File: src/rtl/rsmp_pkg.sv
package rsmp_pkg;
  typedef enum logic [1:0] {
    ST_IDLE = 2'd0,
    ST_WALK = 2'd1,
    ST_WR   = 2'd2,
    ST_FIN  = 2'd3
  } seq_state_e;

  // 4x4 clockwise inward spiral: returns {dx, dy}
  function automatic logic [3:0] spiral16(input logic [3:0] s);
    logic [3:0] r;
    case (s)
      4'd0:  r = {2'd0, 2'd0};
      4'd1:  r = {2'd1, 2'd0};
      4'd2:  r = {2'd2, 2'd0};
      4'd3:  r = {2'd3, 2'd0};
      4'd4:  r = {2'd3, 2'd1};
      4'd5:  r = {2'd3, 2'd2};
      4'd6:  r = {2'd3, 2'd3};
      4'd7:  r = {2'd2, 2'd3};
      4'd8:  r = {2'd1, 2'd3};
      4'd9:  r = {2'd0, 2'd3};
      4'd10: r = {2'd0, 2'd2};
      4'd11: r = {2'd0, 2'd1};
      4'd12: r = {2'd1, 2'd1};
      4'd13: r = {2'd2, 2'd1};
      4'd14: r = {2'd2, 2'd2};
      default: r = {2'd1, 2'd2};
    endcase
    return r;
  endfunction

  // 2x2 loop: returns {dx, dy}
  function automatic logic [3:0] loop4(input logic [1:0] s);
    logic [3:0] r;
    case (s)
      2'd0: r = {2'd0, 2'd0};
      2'd1: r = {2'd1, 2'd0};
      2'd2: r = {2'd1, 2'd1};
      default: r = {2'd0, 2'd1};
    endcase
    return r;
  endfunction
endpackage

File: src/rtl/rsmp_walk.sv
module rsmp_walk #(
  parameter int STW = 4
) (
  input  logic           clk,
  input  logic           rst,
  input  logic           load,
  input  logic           adv,
  input  logic [1:0]     kmode,
  input  logic           single_axis,
  output logic [STW-1:0] step,
  output logic [1:0]     dx,
  output logic [1:0]     dy,
  output logic           is_last
);
  import rsmp_pkg::*;

  logic [STW-1:0] last_idx;
  logic [3:0]     off;

  always_comb begin
    case (kmode)
      2'd1:    last_idx = single_axis ? STW'(1) : STW'(3);
      2'd2:    last_idx = single_axis ? STW'(3) : STW'(15);
      default: last_idx = '0;
    endcase
  end

  assign is_last = (step == last_idx);

  always_comb begin
    if (single_axis)
      off = {step[1:0], 2'd0};
    else if (kmode == 2'd2)
      off = spiral16(step[3:0]);
    else if (kmode == 2'd1)
      off = loop4(step[1:0]);
    else
      off = 4'd0;
  end

  assign dx = off[3:2];
  assign dy = off[1:0];

  always_ff @(posedge clk) begin
    if (rst || load)
      step <= '0;
    else if (adv)
      step <= is_last ? '0 : step + 1'b1;
  end
endmodule

File: src/rtl/rsmp_scan.sv
module rsmp_scan #(
  parameter int CW = 8
) (
  input  logic          clk,
  input  logic          rst,
  input  logic          load,
  input  logic          adv,
  input  logic          three_d,
  input  logic [CW-1:0] u_lo,
  input  logic [CW-1:0] u_hi,
  input  logic [CW-1:0] v_lo,
  input  logic [CW-1:0] v_hi,
  input  logic [CW-1:0] w_lo,
  input  logic [CW-1:0] w_hi,
  output logic [CW-1:0] u,
  output logic [CW-1:0] v,
  output logic [CW-1:0] w,
  output logic          last_pix
);
  logic [CW-1:0] umin_q, umax_q, vmin_q, vmax_q, wmax_q;
  logic          u_end, v_end, w_end;

  assign u_end    = (u == umax_q);
  assign v_end    = (v == vmax_q);
  assign w_end    = !three_d || (w == wmax_q);
  assign last_pix = u_end && v_end && w_end;

  always_ff @(posedge clk) begin
    if (rst) begin
      umin_q <= '0; umax_q <= '0; vmin_q <= '0; vmax_q <= '0; wmax_q <= '0;
      u <= '0; v <= '0; w <= '0;
    end else if (load) begin
      umin_q <= u_lo; umax_q <= u_hi;
      vmin_q <= v_lo; vmax_q <= v_hi;
      wmax_q <= w_hi;
      u <= u_lo; v <= v_lo; w <= w_lo;
    end else if (adv) begin
      if (!u_end) begin
        u <= u + 1'b1;
      end else begin
        u <= umin_q;
        if (!v_end) begin
          v <= v + 1'b1;
        end else begin
          v <= vmin_q;
          if (!w_end) w <= w + 1'b1;
        end
      end
    end
  end
endmodule

File: src/rtl/rsmp_addr_seq.sv
module rsmp_addr_seq #(
  parameter int CW  = 8,
  parameter int CAW = 12,
  parameter int STW = 4
) (
  input  logic              clk,
  input  logic              rst,
  input  logic              start,
  input  logic [1:0]        kmode,
  input  logic              single_axis,
  input  logic              three_d,
  input  logic [CW-1:0]     u_min,
  input  logic [CW-1:0]     u_max,
  input  logic [CW-1:0]     v_min,
  input  logic [CW-1:0]     v_max,
  input  logic [CW-1:0]     w_min,
  input  logic [CW-1:0]     w_max,
  output logic              busy,
  output logic              done,
  output logic              acc_valid,
  output logic              acc_clear,
  output logic [3*CW-1:0]   src_addr,
  output logic [CAW-1:0]    coef_addr,
  output logic              wr_en,
  output logic [3*CW-1:0]   tgt_addr
);
  import rsmp_pkg::*;

  localparam int KFW = CAW - STW;

  seq_state_e     state;
  logic [1:0]     kmode_q;
  logic           sa_q, td_q;
  logic           go, walk_adv, scan_adv;
  logic [STW-1:0] step;
  logic [1:0]     dx, dy;
  logic           step_last, pix_last;
  logic [CW-1:0]  u, v, w;
  logic [KFW-1:0] kfield;

  assign go       = start && (state == ST_IDLE);
  assign walk_adv = (state == ST_WALK);
  assign scan_adv = (state == ST_WR);
  assign kfield   = KFW'({sa_q, kmode_q});

  rsmp_walk #(.STW(STW)) u_walk (
    .clk(clk), .rst(rst), .load(go), .adv(walk_adv),
    .kmode(kmode_q), .single_axis(sa_q),
    .step(step), .dx(dx), .dy(dy), .is_last(step_last)
  );

  rsmp_scan #(.CW(CW)) u_scan (
    .clk(clk), .rst(rst), .load(go), .adv(scan_adv), .three_d(td_q),
    .u_lo(u_min), .u_hi(u_max), .v_lo(v_min), .v_hi(v_max),
    .w_lo(w_min), .w_hi(w_max),
    .u(u), .v(v), .w(w), .last_pix(pix_last)
  );

  always_ff @(posedge clk) begin
    if (rst) begin
      state     <= ST_IDLE;
      kmode_q   <= '0;
      sa_q      <= 1'b0;
      td_q      <= 1'b0;
      busy      <= 1'b0;
      done      <= 1'b0;
      acc_valid <= 1'b0;
      acc_clear <= 1'b0;
      wr_en     <= 1'b0;
      src_addr  <= '0;
      coef_addr <= '0;
      tgt_addr  <= '0;
    end else begin
      acc_valid <= 1'b0;
      acc_clear <= 1'b0;
      wr_en     <= 1'b0;
      case (state)
        ST_IDLE: if (start) begin
          kmode_q <= kmode;
          sa_q    <= single_axis;
          td_q    <= three_d;
          busy    <= 1'b1;
          done    <= 1'b0;
          state   <= ST_WALK;
        end
        ST_WALK: begin
          acc_valid <= 1'b1;
          acc_clear <= (step == '0);
          src_addr  <= {w, v + CW'(dy), u + CW'(dx)};
          coef_addr <= {kfield, step};
          if (step_last) state <= ST_WR;
        end
        ST_WR: begin
          wr_en    <= 1'b1;
          tgt_addr <= {w, v, u};
          state    <= pix_last ? ST_FIN : ST_WALK;
        end
        default: begin
          busy  <= 1'b0;
          done  <= 1'b1;
          state <= ST_IDLE;
        end
      endcase
    end
  end
endmodule

File: config.mk
export PLATFORM = sky130hd
export DESIGN_NAME = rsmp_addr_seq
export DESIGN_NICKNAME = d
export VERILOG_FILES = /design/src/rtl/rsmp_pkg.sv /design/src/rtl/rsmp_walk.sv /design/src/rtl/rsmp_scan.sv /design/src/rtl/rsmp_addr_seq.sv
export SDC_FILE = /design/constraint.sdc
export NUM_CORES = 1
export LEC_CHECK = 0
export ABC_AREA = 0
export BUFFER_PORTS_ARGS = -buffer_cell sky130_fd_sc_hd__buf_2
export CAP_MARGIN = 0
export CORE_MARGIN = 1.5
export CORE_UTILIZATION = 40
export CTS_CLUSTER_DIAMETER = 60
export DETAILED_ROUTE_END_ITERATION = 8
export PLACE_DENSITY = 0.59
export SETUP_SLACK_MARGIN = 0.5
export SYNTH_ARGS = -nofsm -noshare
export SYNTH_HDL_FRONTEND = slang
export SYNTH_SLANG_ARGS = --single-unit
File: constraint.sdc
create_clock -name clk -period 8.5 [get_ports clk]
set_clock_uncertainty 0.15 [all_clocks]
set_input_delay 0.425 -clock clk [delete_from_list [all_inputs] [get_ports clk]]
set_output_delay 0.425 -clock clk [all_outputs]
set_load 0.01 [all_outputs]
==> metrics list, run 1 <==
* Run status: finished clean
- The worst register-to-register path begins at state[1].
- Worst Hold Class: in -> reg
* Category of the most critical setup path: reg -> reg
- The cell sitting at the root of the clock tree is a sky130_fd_sc_hd__clkbuf_16.
- The first global-routing pass estimated around 30000 µm of wire.
* Leakage component of the power: between 3 and 4 nW
- After technology mapping, the gate count stands at between 800 and 900.
- STA classifies the critical path startpoint as a flop.
* Critical path peak fanout: 29
- Routed wirelength normalized by instance count: between 15 and 20 µm
* Total standard cell area after synthesis: ~0.0070 mm²
- Cells with a size suffix above 1 make up about a fifth of the layout.
- Number of max-slew violations in the final report: 0
- The critical path starts at state[1].
- Post-CTS repair timing setup buffer count: 0
- Post-synthesis to final-layout area growth: 17.36%
- Entering global routing, the biggest net connects 69 pins.
- The H-tree was split into 4 levels.
- For the worst-skew pair, the clock arrives at the later sink with an insertion delay of 420 ps.
* Number of port buffers: roughly 110
- Die span in y: between 100 and 150 µm
* Mapped Avg Cell Area: between 8 and 9 µm²
- In this run the cell area measured after placement is around 0.0075 mm².
- Worst min-delay path startpoint: u_max[3]
- The worst pin sits at a relative slew slack of 31.77%.
- Fill cell instance count of the final layout: around 1700
* Total clock buffers created by CTS: 17
* Nature of the critical path endpoint: flop
* Maxcap violations: 0
* Count of flip-flops with a built-in enable after synthesis: 0
- Peak supply drop: between 150 and 200 µV
* Top-level I/O count: 120
- Remaining DRCs: 0
- Full die area: 0.01819 mm²
* Top-area cell type share of the netlist area: around two fifths
- The initial antenna violation count came to 1.
- Bufs on Longest Clock Path: 2
- Clk sink count: between 100 and 150
- Residual antenna-violating net count after detailed routing: 0
- Cts repair resizes: 0
- GRT Residual Overflow: 0
- Detailed-routing iteration count for the pre-antenna-repair pass: 5
* Flop and latch count out of synthesis: 138
- In this run, the number of DRC markers left after iteration 0 of detailed routing was around 440.
- The library cell used most frequently in the layout, excluding fill and tap cells, is sky130_fd_sc_hd__dfxtp_1.
* Initial Util: 40.64%
* Final HPWL from detailed placement: between 10000 and 15000 µm
* Arrival time of the worst setup path: ~3500 ps
* Final Critical Period: about 3300 ps
- Setup violations remaining at the end of the flow were counted as 0.
- The number of global-route vias before repair was 5436.
- Total power divided by cell area: ~310 mW/mm²
* Avg Vias per Cell: between 5 and 6
- Critical path data required time: 8700 ps
* Area inside the core boundary: about 0.017 mm²
- GRT Resource Usage Total: between 20 and 25%
* Commonest cells after routing, fill and taps aside: sky130_fd_sc_hd__dfxtp_1 (138), sky130_fd_sc_hd__buf_2 (113), sky130_fd_sc_hd__nand2_1 (106)
- Cell types with the largest area share after synthesis: sky130_fd_sc_hd__dfxtp_1 (40%), sky130_fd_sc_hd__mux2i_1 (6.3%), sky130_fd_sc_hd__nand2_1 (5.8%), sky130_fd_sc_hd__a21oi_1 (5.1%), sky130_fd_sc_hd__nor2_1 (4.7%)
- Number of vias after detailed routing: about 6100
- Post-synthesis cell type count: a little over 70
- Highest Clock Rate: 303.7 MHz
- The initialized floorplan defines 48 standard-cell rows.
- Biggest area consumer among synthesized cells: sky130_fd_sc_hd__dfxtp_1
- Die boundary width: roughly 130 µm
* Unrepaired setup endpoints after global routing: false
* Cell area after layout: about 0.0082 mm²
- For this run, the post-layout net count is 971.
* Final estimated routing congestion in global placement: 0.9040
* CTS tree: yes
- Of the available clock period, the critical path in the final layout requires about two fifths.
* Count of hold-fix buffers inserted at cts: 0
- For the final routed database, the setup TNS stands at 0 ps.
- Sequential cell area fraction in the yosys report: 39.72%
- Wirelength, routed: ~19000 µm
- The final hold violation count came to 0.
- Primary FF master, synth: sky130_fd_sc_hd__dfxtp_1
* Yosys warning count: 0
- Clock-pin slew was measured on the worst setup and hold paths at around 60 ps.
* Asr flop ratio synth: 0%
- Actual transition at the worst max-transition pin: slightly above 1000 ps
[routing by layer]
metal	part of all wire [%]	vias up	wire length, µm	global-route usage (%)
met1	47	2849	8684	27.96
li1	-	3018	-	-
met2	47	174	8715	32.82
met5	0	-	0	0
met4	1.2	0	220	7.228
met3	4.9	14	902	3.941
[synthesized netlist by cell type, drive strengths merged, types with 7 or more instances]
cell type  instances
o21ai             29
inv               23
buf               36
nor2              87
clkbuf            32
ha                20
nand3             27
mux2i             44
dfxtp            138
xnor2             30
a21oi             71
o211ai             9
xor2              12
nand2            109
nor3              12
and3              13
nand4             18
a211oi            13
nor4               7
[area by class of cell]
type                    count  area, µm²  area share, %
multi-input cells         595       3801          46.57
flip-flops and latches    138       2763          33.84
repair buffers            119      610.6          7.480
clock buffers              19      442.9          5.426
well taps                 225      281.5          3.449
clock inverters            13      175.2          2.146
inverters                  23      86.33          1.058
diodes                      1      2.502        0.03066
[cell families (layout without fill, tap and decap cells)]
group	after synthesis	in the layout	share of synthesized area, %
buf+inv	91	174	5.972
xor+xnor	42	42	6.422
flops	138	138	39.72
simple gates	304	304	20.71
other cells	1	6	0.05391
fa+ha+maj	22	22	4.173
mux	45	45	6.494
compound gates	177	177	16.46
[worst paths after layout]
path                 endpoint  slack [ps]  cells past startpoint
min reg2reg  u_scan.umin_q[2]         300                      2
max                      flop        5210                      9
max reg2reg              flop        5210                      9
min          u_scan.umax_q[3]          80                      3
[worst max-delay path: stages, from the launching register on]
cell and delay [ps]:
sky130_fd_sc_hd__dfxtp_1 360, sky130_fd_sc_hd__inv_1 130, sky130_fd_sc_hd__ha_2 540, sky130_fd_sc_hd__buf_4 430, sky130_fd_sc_hd__nor2_1 100, sky130_fd_sc_hd__o21ai_0 480
sky130_fd_sc_hd__ha_1 290, sky130_fd_sc_hd__a21boi_0 80, sky130_fd_sc_hd__or4_1 510, sky130_fd_sc_hd__a21oi_1 130
[report_power, final]
| group | leakage [nW] | internal, mW | switching, mW |
|---|---|---|---|
| sequential | 1.13 | 0.770 | 0.155 |
| clock | 0.295 | 0.495 | 0.284 |
| combinational | 1.83 | 0.319 | 0.529 |
[per-stage QoR]
stage                     setup slack (ps)  hold WS [ps]  power, mW  util [%]  cells
final                                 5207         83.75      2.552     47.69   1133
after CTS                             5203         77.10      2.567     47.68   1132
after global routing                  4955         81.36      2.701     47.69   1133
after detailed placement              5214         295.0      1.787     44.06   1100
after global placement                5273         287.6      1.782     44.06   1100
after floorplan                       5799         281.7      1.556         -    824
[flip-flops by register name (all words and copies together), names as in the netlist, 2 cells and up, named ones only]
name           count
coef_addr          7
kmode_q            2
src_addr          24
state              2
tgt_addr          24
u_scan.u           8
u_scan.umax_q      8
u_scan.umin_q      8
u_scan.v           8
u_scan.vmax_q      8
u_scan.vmin_q      8
u_scan.w           8
u_scan.wmax_q      8
u_walk.step        4
Note: power is estimated with default switching activity, not from simulation.
==> inputs of run 2 (changes only) <==
- PLACE_DENSITY: 0.59 -> 0.61
- clock period: 8.5 -> 2.8 ns (I/O delays scaled with it)
==> run 2 against run 1 <==
  * Via count is 7.6% higher
  * Sequential cell count stayed put
  * Clock-buffer cell count is 2 higher
  * Highest routed layer unchanged
  * Design area is 15% higher
  * Largest power group is now combinational cells
  * Sequential power grew to 2.9 times the previous value
  * First-iteration DRC count is 12% higher
  * Cell count is 8.6% higher
  * Register-to-register slack worse by 5000 ps
  * Wire length is 7.8% higher
  * Worst setup slack worse by 5000 ps
  * Global-route usage is 1.4 points higher
==> metrics list, run 2 (synthesis results as in run 1) <==
* Smallest hold slack: 303.1 ps (was 83.75 ps)
* Number of hold violations in the final report: 0 (unchanged)
* GRT Residual Overflow: 0 (unchanged)
- The number of search-and-repair iterations in the first detailed-routing pass was 7 (was 5).
- Insertion delay of the later-clocked pin in the worst-skew pair: 430 ps (was 420 ps)
- The starting DRC count in detailed routing was 496 (was 443).
* Global-route wire length before repair: 31620 µm (was 29290 µm)
* Peak supply drop: 573.7 µV (was 177.7 µV)
* Root buffer cell: sky130_fd_sc_hd__clkbuf_16 (unchanged)
* Worst Hold Class: reg -> reg (was in -> reg)
- The critical path launch point type is a flop (unchanged).
- Commonest cells after routing, fill and taps aside: sky130_fd_sc_hd__dfxtp_1 (131), sky130_fd_sc_hd__buf_2 (113), sky130_fd_sc_hd__nand2_1 (104) (was sky130_fd_sc_hd__dfxtp_1 (138), sky130_fd_sc_hd__buf_2 (113), sky130_fd_sc_hd__nand2_1 (106))
- Final estimated routing congestion in global placement: 0.8875 (was 0.9040)
- Worst min-delay path startpoint: u_scan.umin_q[3] (was u_max[3])
* Remaining DRCs: 0 (unchanged)
* Top-level I/O count: 120 (unchanged)
- Highest Clock Rate: 383.6 MHz (was 303.7 MHz)
- Avg Vias per Cell: 5.292 (was 5.344)
- Maxcap violations: 0 (unchanged)
* Registers with the highest flip-flop counts: src_addr: 24 flops, tgt_addr: 24 flops (unchanged)
* Most common library cell in the layout ignoring fill and taps: sky130_fd_sc_hd__dfxtp_1 (unchanged)
* Final Critical Period: 2607 ps (was 3293 ps)
* Reg2Reg Depth: 11 (was 9)
- Wirelength, routed: 19970 µm (was 18520 µm)
- The share of post-route cells with drive strength above 1 was 27.34% (was 19.74%).
- Fill cell instance count of the final layout: 1583 (was 1747)
- CTS tree: yes (unchanged)
- The register area was 0.002781 mm² (was 0.002763 mm²).
- Run status: finished clean (unchanged).
* Start of the worst register-to-register path: kmode_q[1] (was state[1])
- The kind of critical path was reg -> reg (unchanged).
* Number of port buffers: 114 (unchanged)
* Total clock buffers created by CTS: 17 (unchanged)
* Critical path peak fanout: 3 (was 29)
- The maximum number of pins on one net before global-route repair is 127 (was 69).
- Number of vias after detailed routing: 6515 (was 6055)
- Unrepaired setup endpoints after global routing: true (was false).
- Count of inserted antenna diode cells: 0 (was 1)
* GRT Resource Usage Total: 22.03% (was 20.61%)
- NumNets Final: 1071 (was 971)
- The number of nets with antenna violations after detailed routing came to 0 (unchanged).
- FF-to-FF setup slack: 190 ps (was 5210 ps)
* Arrival time of the worst setup path: 2820 ps (was 3490 ps)
- Floorplan row count: 48 (unchanged)
- Share of the clock period used by the worst path after layout: 93.11% (was 38.74%)
- The buffer levels on the longest clock path is 2 (unchanged).
- The die width was 134.9 µm (unchanged).
- The clock slew at the register clock pins of the worst setup and hold paths was 60 ps (about the same).
- The core box area was 0.01712 mm² (unchanged).
- The worst-margin pin slew is 595.7 ps (was 1020 ps).
- Worst-case headroom to the max-slew limit: 59.87% (was 31.77%)
- The leakage dissipation is 3.752 nW (was 3.247 nW).
- The number of sinks driven by the clock tree was 138 (unchanged).
* Routed wirelength normalized by instance count: 16.22 µm (was 16.35 µm)
- Final HPWL from detailed placement: 12920 µm (was 12600 µm)
* Number of global-route vias before repair: 6132 (was 5436)
- The nature of the critical path endpoint was a flop (unchanged).
- Critical path data required time: 3020 ps (was 8700 ps)
* Antenna violations before repair: 0 (was 1)
- The cell area power density came to 873.8 mW/mm² (was 312.7 mW/mm²).
- CTS HTree Levels: 4 (unchanged)
- The layout-stage area growth over the synthesis result was 34.74% (was 17.36%).
- The multi-input gate area in the final layout was 0.004063 mm² (was 0.003801 mm²).
- The final-report max-slew violation count came to 0 (unchanged).
- The sum of negative setup slack came to 0 ps (unchanged).
* Die span in y: 134.9 µm (unchanged)
- The initial core utilization was 40.64% (unchanged).
* End point of the most critical hold path: u_scan.umin_q[3] (was u_scan.umax_q[3])
- The worst hold path stage count came to 2 (was 3).
- The number of failing setup endpoints in the final timing report was 0 (unchanged).
* Full die area: 0.01819 mm² (unchanged)
## run 2: worst max path at each step
stage	startpoint	end
2_1_floorplan	kmode_q[1]	flop
4_1_cts	kmode_q[1]	flop
3_5_place_dp	kmode_q[1]	flop
5_1_grt	kmode_q[1]	flop
3_3_place_gp	kmode_q[1]	flop
6_report	kmode_q[1]	flop
## run 2: layer usage
layer / up-vias / part of all wire [%] / GRT usage [%]
met5: - / 0 / 0
met4: 0 / 1.8 / 8.781
met3: 27 / 5.7 / 4.279
li1: 3219 / - / -
met1: 3060 / 45 / 29.45
met2: 209 / 47 / 35.04
## run 2: final cells by class
class                      count  area share, %
sequential                   138          29.68
timing repair buffer         219          16.53
clock inverter                10          1.495
multi-input combinational    595          43.35
inverter                      23          1.028
clock buffer                  21          4.913
tap                          225          3.004
## run 2: report_power, final
part / switching (mW) / total, mW / internal [mW]
sequential: 0.383 / 2.72 / 2.34
clock: 0.875 / 2.32 / 1.44
combinational: 1.84 / 3.15 / 1.30
total: 3.10 / 8.19 / 5.09
## run 2: critical path, cell delays in order, from the launching register on
cell                       delay (ps)
sky130_fd_sc_hd__dfxtp_4          370
sky130_fd_sc_hd__inv_4             40
sky130_fd_sc_hd__ha_4             160
sky130_fd_sc_hd__nor2b_4          120
sky130_fd_sc_hd__o211ai_1         270
sky130_fd_sc_hd__nand4_1          200
sky130_fd_sc_hd__a21oi_2          220
sky130_fd_sc_hd__nand2b_4         170
sky130_fd_sc_hd__ha_4             150
sky130_fd_sc_hd__a21oi_2           50
sky130_fd_sc_hd__or4_4            530
sky130_fd_sc_hd__a21oi_2          120
## run 2: repair_timing
item | in CTS | in global routing
pin swaps | 13 | 28
setup buffers | 14 | 10
setup endpoints to repair | 17 | 37
hold buffers | 54 | 0
gates resized for setup | 26 | 38
endpoints found under the hold margin | 70 | 0
## run 2: stage by stage
stage	cells	power [mW]	worst slack, ps	area, µm²	utilization [%]
2_1_floorplan	824	4.750	171.8	7023	-
3_3_place_gp	1122	5.611	183.5	7797	45.56
3_5_place_dp	1122	5.623	104.6	7797	45.56
4_1_cts	1221	8.090	285.5	9148	53.44
5_1_grt	1231	8.651	84.00	9371	54.75
6_report	1231	8.189	193.0	9371	54.75
